**src/rtl/spi_irq_pkg.sv**
```systemverilog
// Package: shared widths and status bit positions for the SPI status block.
// Assumes 16-bit characters; bit positions are what software decodes.
package spi_irq_pkg;
    parameter int CHAR_BITS = 16;
    parameter int CNT_W     = $clog2(CHAR_BITS);
    parameter int NUM_ERR   = 4;
    parameter int STAT_W    = NUM_ERR + 1;
    // status bit positions
    parameter int S_IRQ  = 0;
    parameter int S_TXOV = 1;
    parameter int S_RXOV = 2;
    parameter int S_COLL = 3;
    parameter int S_ABRT = 4;
endpackage

```
**src/rtl/spi_err_detect.sv**
```systemverilog
// Module: the four error detectors plus the abort restart indication.
// Assumes event strobes are one cycle wide and ss_n is already synchronised.
module spi_err_detect
    import spi_irq_pkg::*;
#(
    parameter int CW = CNT_W
) (
    input  logic               clk,
    input  logic               rst_n,
    input  logic               dat_wr,
    input  logic               tx_full,
    input  logic               rx_push,
    input  logic               rx_full,
    input  logic               ss_n,
    input  logic [CW-1:0]      slv_bits,
    input  logic               master,
    input  logic               spi_en,
    output logic [NUM_ERR-1:0] err_evt,
    output logic               restart_msb
);
    logic ss_q;
    logic ss_rise;
    logic ss_fall;
    logic abort;

    // Purpose: remember the previous slave-select level for edge detection.
    always_ff @(posedge clk) begin
        if (!rst_n) ss_q <= 1'b1;
        else        ss_q <= ss_n;
    end

    assign ss_rise = ss_n & ~ss_q;
    assign ss_fall = ~ss_n & ss_q;
    assign abort   = ~master & ss_rise & (slv_bits != '0);

    // Purpose: build the per-error event vector, ordered like status bits 1..4.
    always_comb begin
        err_evt                 = '0;
        err_evt[S_TXOV-1]       = dat_wr & tx_full;
        err_evt[S_RXOV-1]       = rx_push & rx_full;
        err_evt[S_COLL-1]       = spi_en & master & ~ss_n;
        err_evt[S_ABRT-1]       = abort;
    end

    // Purpose: hold the restart request from an abort until the next select.
    always_ff @(posedge clk) begin
        if (!rst_n)       restart_msb <= 1'b0;
        else if (abort)   restart_msb <= 1'b1;
        else if (ss_fall) restart_msb <= 1'b0;
    end
endmodule

```
**src/rtl/spi_irq_src.sv**
```systemverilog
// Module: non-error interrupt sources (data done, software start, baud timeout).
// Assumes the done condition is a level; only its rising edge counts.
module spi_irq_src (
    input  logic clk,
    input  logic rst_n,
    input  logic shift_idle,
    input  logic tx_empty,
    input  logic dma_rx,
    input  logic dma_tx,
    input  logic sw_start,
    input  logic baud_to,
    input  logic spi_en,
    input  logic birq_en,
    output logic src_evt
);
    logic done;
    logic done_q;
    logic data_evt;
    logic baud_evt;

    assign done = shift_idle & tx_empty;

    // Purpose: delay the done level to find its rising edge.
    always_ff @(posedge clk) begin
        if (!rst_n) done_q <= 1'b0;
        else        done_q <= done;
    end

    assign data_evt = done & ~done_q & ~(dma_rx | dma_tx);
    assign baud_evt = baud_to & ~spi_en & birq_en;
    assign src_evt  = data_evt | sw_start | baud_evt;
endmodule

```
**src/rtl/spi_stat_regs.sv**
```systemverilog
// Module: sticky status flags with write-one-to-clear and set priority.
// Assumes an error bit may only clear when the summary bit is written too.
module spi_stat_regs
    import spi_irq_pkg::*;
#(
    parameter int NE = NUM_ERR
) (
    input  logic          clk,
    input  logic          rst_n,
    input  logic [NE-1:0] err_evt,
    input  logic          src_evt,
    input  logic          wr,
    input  logic [NE:0]   wdata,
    output logic [NE:0]   stat_q
);
    logic          clr_ok;
    logic [NE-1:0] err_d;
    logic          sum_d;

    assign clr_ok = wr & wdata[S_IRQ];

    for (genvar g = 0; g < NE; g++) begin : g_err
        // Purpose: next value of one error bit, set beating clear.
        always_comb begin
            if (err_evt[g])                  err_d[g] = 1'b1;
            else if (clr_ok && wdata[g + 1]) err_d[g] = 1'b0;
            else                             err_d[g] = stat_q[g + 1];
        end
    end

    // Purpose: summary bit follows any event and survives while errors remain.
    always_comb begin
        if ((|err_evt) || src_evt || (|err_d)) sum_d = 1'b1;
        else if (clr_ok)                       sum_d = 1'b0;
        else                                   sum_d = stat_q[S_IRQ];
    end

    // Purpose: register the status word.
    always_ff @(posedge clk) begin
        if (!rst_n) stat_q <= '0;
        else        stat_q <= {err_d, sum_d};
    end
endmodule

```
**src/rtl/spi_irq_ctrl.sv**
```systemverilog
// Module: top of the SPI status and interrupt controller.
// Assumes all inputs are synchronous to clk; irq is a combinational gate of
// the registered summary flag.
module spi_irq_ctrl
    import spi_irq_pkg::*;
(
    input  logic              clk,
    input  logic              rst_n,
    input  logic              dat_wr,
    input  logic              tx_full,
    input  logic              rx_push,
    input  logic              rx_full,
    input  logic              shift_idle,
    input  logic              tx_empty,
    input  logic              ss_n,
    input  logic [CNT_W-1:0]  slv_bits,
    input  logic              baud_to,
    input  logic              irq_en,
    input  logic              master,
    input  logic              spi_en,
    input  logic              dma_rx,
    input  logic              dma_tx,
    input  logic              sw_start,
    input  logic              birq_en,
    input  logic              stat_wr,
    input  logic [STAT_W-1:0] stat_wdata,
    output logic [STAT_W-1:0] stat,
    output logic              irq,
    output logic              restart_msb
);
    logic [NUM_ERR-1:0] err_evt;
    logic               src_evt;

    spi_err_detect #(.CW(CNT_W)) u_det (
        .clk(clk), .rst_n(rst_n), .dat_wr(dat_wr), .tx_full(tx_full),
        .rx_push(rx_push), .rx_full(rx_full), .ss_n(ss_n),
        .slv_bits(slv_bits), .master(master), .spi_en(spi_en),
        .err_evt(err_evt), .restart_msb(restart_msb)
    );

    spi_irq_src u_src (
        .clk(clk), .rst_n(rst_n), .shift_idle(shift_idle), .tx_empty(tx_empty),
        .dma_rx(dma_rx), .dma_tx(dma_tx), .sw_start(sw_start),
        .baud_to(baud_to), .spi_en(spi_en), .birq_en(birq_en),
        .src_evt(src_evt)
    );

    spi_stat_regs #(.NE(NUM_ERR)) u_stat (
        .clk(clk), .rst_n(rst_n), .err_evt(err_evt), .src_evt(src_evt),
        .wr(stat_wr), .wdata(stat_wdata), .stat_q(stat)
    );

    assign irq = irq_en & stat[S_IRQ];
endmodule

```
**config.mk**
```make
export PLATFORM = sky130hd
export DESIGN_NAME = spi_irq_ctrl
export DESIGN_NICKNAME = d
export VERILOG_FILES = /design/src/rtl/spi_irq_pkg.sv /design/src/rtl/spi_err_detect.sv /design/src/rtl/spi_irq_src.sv /design/src/rtl/spi_stat_regs.sv /design/src/rtl/spi_irq_ctrl.sv
export SDC_FILE = /design/constraint.sdc
export NUM_CORES = 1
export LEC_CHECK = 0
export BUFFER_PORTS_ARGS = -buffer_cell sky130_fd_sc_hd__buf_2
export CELL_PAD_IN_SITES_DETAIL_PLACEMENT = 1
export CELL_PAD_IN_SITES_GLOBAL_PLACEMENT = 1
export CORE_MARGIN = 2
export CORE_UTILIZATION = 25
export CTS_CLUSTER_SIZE = 20
export DETAILED_ROUTE_END_ITERATION = 10
export GPL_TIMING_DRIVEN = 0
export PLACE_DENSITY_LB_ADDON = 0.2
export SYNTH_ARGS = -nofsm -noshare
export SYNTH_HDL_FRONTEND = slang
export SYNTH_HIERARCHICAL = 1
export SYNTH_SLANG_ARGS = --single-unit
export TNS_END_PERCENT = 50
```
**constraint.sdc**
```tcl
create_clock -name clk -period 4 [get_ports clk]
set_input_delay 0 -clock clk [delete_from_list [all_inputs] [get_ports clk]]
set_output_delay 0 -clock clk [all_outputs]
set_load 0.02 [all_outputs]
```
==> metrics.cfg <==
[setup_path]
worstPathArrival_ns = 1.74
cp-start-kind = register
critical_path.max_fanout = 3
required_ns = 4.11
path_class = register to register
r2r_slack_ns = 2.36
reg2reg_depth = 5
r2r_end = u_stat/stat_q[0]
r2r-start = u_det/ss_q
end_kind = register

[yosys]
yosysWarnings = 6
synth_cell_types = 22
synth_compound_area_share_pct = 18.4
synth-adder-area-share_pct = 0
synthTopCellsByArea = dfxtp_1 (39%), nor4_4 (5.2%), a21oi_1 (4.9%)
synth_edf_count = 0
ys_async_sr_fraction_pct = 0
synth_area_leader_cell = dfxtp_1
ys_ff_latch = 8
synthMuxAreaShare_pct = 0
synthCells = 46
synthSimpleGateAreaFrac_pct = 35.9
syn-cell-area_sq_um = 408
syn_nets = 73
synth_xor_area_share_pct = 0
seq_area_frac_synth_pct = 39.3
yosysMostFrequentCell = dfxtp_1
synth_top_area_share_pct = 39.3
ys_top_cells_by_count = dfxtp_1 (8), inv_1 (5), nor2_1 (5)
syn-mean-instance-area_sq_um = 8.87
ys.flop_type = dfxtp_1
synth_top_family_by_area = simple AND/OR/NAND/NOR gates

[route]
vias = 482
ant_nets = 0
drcViolationCount = 0
drt-total-wl_um = 1070
dr.pass1.iters = 2
routed_via_density = 4.73
routedWlPerCell_um = 10.5
drt_iter0_markers = 5

[timing]
clock.fmax_mhz = 612
finalCriticalPeriod_ns = 1.64
tightest_slew_ns = 0.362
finalHoldViolations = 0
finalSetupTns_ns = 0
post-route-period-util_pct = 40.9
rsz0062_at_grt = no
skew_ns = 0.00285
hold_slack_ns = 0.0297
slew_headroom_pct = 75.8
setup_viol = 0
slew_viol_final = 0

[status]
run_status = finished, final reports clean

[worst_hold_path]
hold_end = u_det/restart_msb
min_path_cells = 3
hold_class = primary input to register
hold_start = slv_bits[2]

[layout]
diodes = 0
areaGrowthSynthToFinish_pct = 60.7
nets = 115
drive_above_1_share_pct = 46.5
stdcell_count = 102
design_area_sq_um = 656

[floorplanning]
core-area_sq_mm = 0.00152
io_pins = 34
start_util_pct = 26.8
die_h_um = 44.4
die_area_sq_mm = 0.00197
fp.dieW_um = 44.4
rows = 14

[power]
p_per_area_mw_per_mm2 = 287
leakage_nw = 0.328
ir_drop_uv = 143
p_total_uw = 188

[cts]
clk_pin_slew_ns = 0.05
clock_latency_ns = 0.24
cts_tree = done
clk_path_buf_depth = 2
postCtsSetupBuffers = 0
cts_buffers = 3
cts_root_buffer = clkbuf_4
htreeDepth = 1
clkSinkCount = 8

[grt]
grt_pass1_wl_um = 1790
grt_max_degree = 6
grt_pass1_vias = 483
antenna_found_initial = 0
grt.total_usage_pct = 12.6
grt_overflow_total = 0

[placed_design]
port-buffer-count = 33
gp_congestion = 0.627
post_dp_cell_area_sq_um = 593
place_inst = 95

[job]
max_cap_viol_count = 0

[stage by stage]
stage / setup slack, ns / util [%]
2_1_floorplan: 2.50 / -
3_3_place_gp: 2.22 / 38.9
3_5_place_dp: 2.23 / 38.9
4_1_cts: 2.35 / 43.0
5_1_grt: 2.22 / 43.0
6_report: 2.36 / 43.0
[where the power goes]
group | total [mW] | switching [mW] | internal (mW)
clock network | 0.0590 | 0.0248 | 0.0342
registers | 0.0864 | 0.00240 | 0.0840
logic | 0.0431 | 0.0204 | 0.0228
total | 0.188 | 0.0476 | 0.141
[what timing repair did]
action | CTS | global route
gates resized for setup | 0 | 0
hold buffers | 4 | 0
endpoints found under the hold margin | 2 | 0
[layer usage]
layer / share of wire, % / vias to the layer above / track usage, %
met4: 0 / 0 / 7.27
met1: 40 / 211 / 14.7
met2: 49 / 24 / 20.3
li1: - / 247 / -
met5: 0 / - / 0
met3: 11 / 0 / 3.67
[sequential cells by signal, summed over array words and instances (netlist names)]
register           count
u_det/ss_q             1
u_det/restart_msb      1
u_stat/stat_q          5
u_src/done_q           1
[cells in the final DEF (no fill, tap or decap)]
| cell | instances |
|---|---|
| buf_2 | 33 |
| dfxtp_1 | 8 |
| nor2_1 | 5 |
| inv_1 | 5 |
| dlygate4sd3_1 | 4 |
| nand3_1 | 4 |
| a21oi_1 | 4 |
| and2_1 | 3 |
| clkbuf_4 | 3 |
| nand2_1 | 2 |
| nor4_4 | 1 |
| nor4b_1 | 1 |
| nor2b_1 | 1 |
| nand4bb_1 | 1 |
| o32ai_1 | 1 |
| nand2b_1 | 1 |
| buf_4 | 1 |
| or3_1 | 1 |
| nand3b_1 | 1 |
| o211ai_2 | 1 |
| and3_1 | 1 |
| a2bb2oi_2 | 1 |
| or4_1 | 1 |
| a2111oi_1 | 1 |
| a41oi_1 | 1 |
[critical path: stages, from the launching register on]
cell       delay (ns)
dfxtp_1          0.34
nor4b_1          0.06
buf_4            0.14
or4_1            0.50
a2111oi_1        0.31
a41oi_1          0.17
[logic make-up after synthesis]
kind of cell,Yosys count
and+or+nand+nor,23
AOI/OAI and AO/OA,9
DFF,8
buffers and inverters,6
[layout make-up]
type,instances,area (sq um)
Clock buffer,3,22.5
Fill cell,198,868
Buffer,1,7.51
Inverter,5,18.8
Sequential cell,8,160
Timing Repair Buffer,37,205
Tap cell,16,20.0
Multi-Input combinational cell,32,221
[how the worst max path moves through the flow]
stage / startpoint / endpoint / slack [ns] / cells past startpoint
floorplan: u_det/ss_q / u_stat/stat_q[0] / 2.50 / 5
global placement: slv_bits[1] / u_stat/stat_q[0] / 2.22 / 7
detailed placement: slv_bits[1] / u_stat/stat_q[0] / 2.23 / 7
CTS: u_det/ss_q / u_stat/stat_q[0] / 2.35 / 5
global route: u_det/ss_q / u_stat/stat_q[0] / 2.22 / 5
finish: u_det/ss_q / u_stat/stat_q[0] / 2.36 / 5
Power figures use the tool's default switching activity.
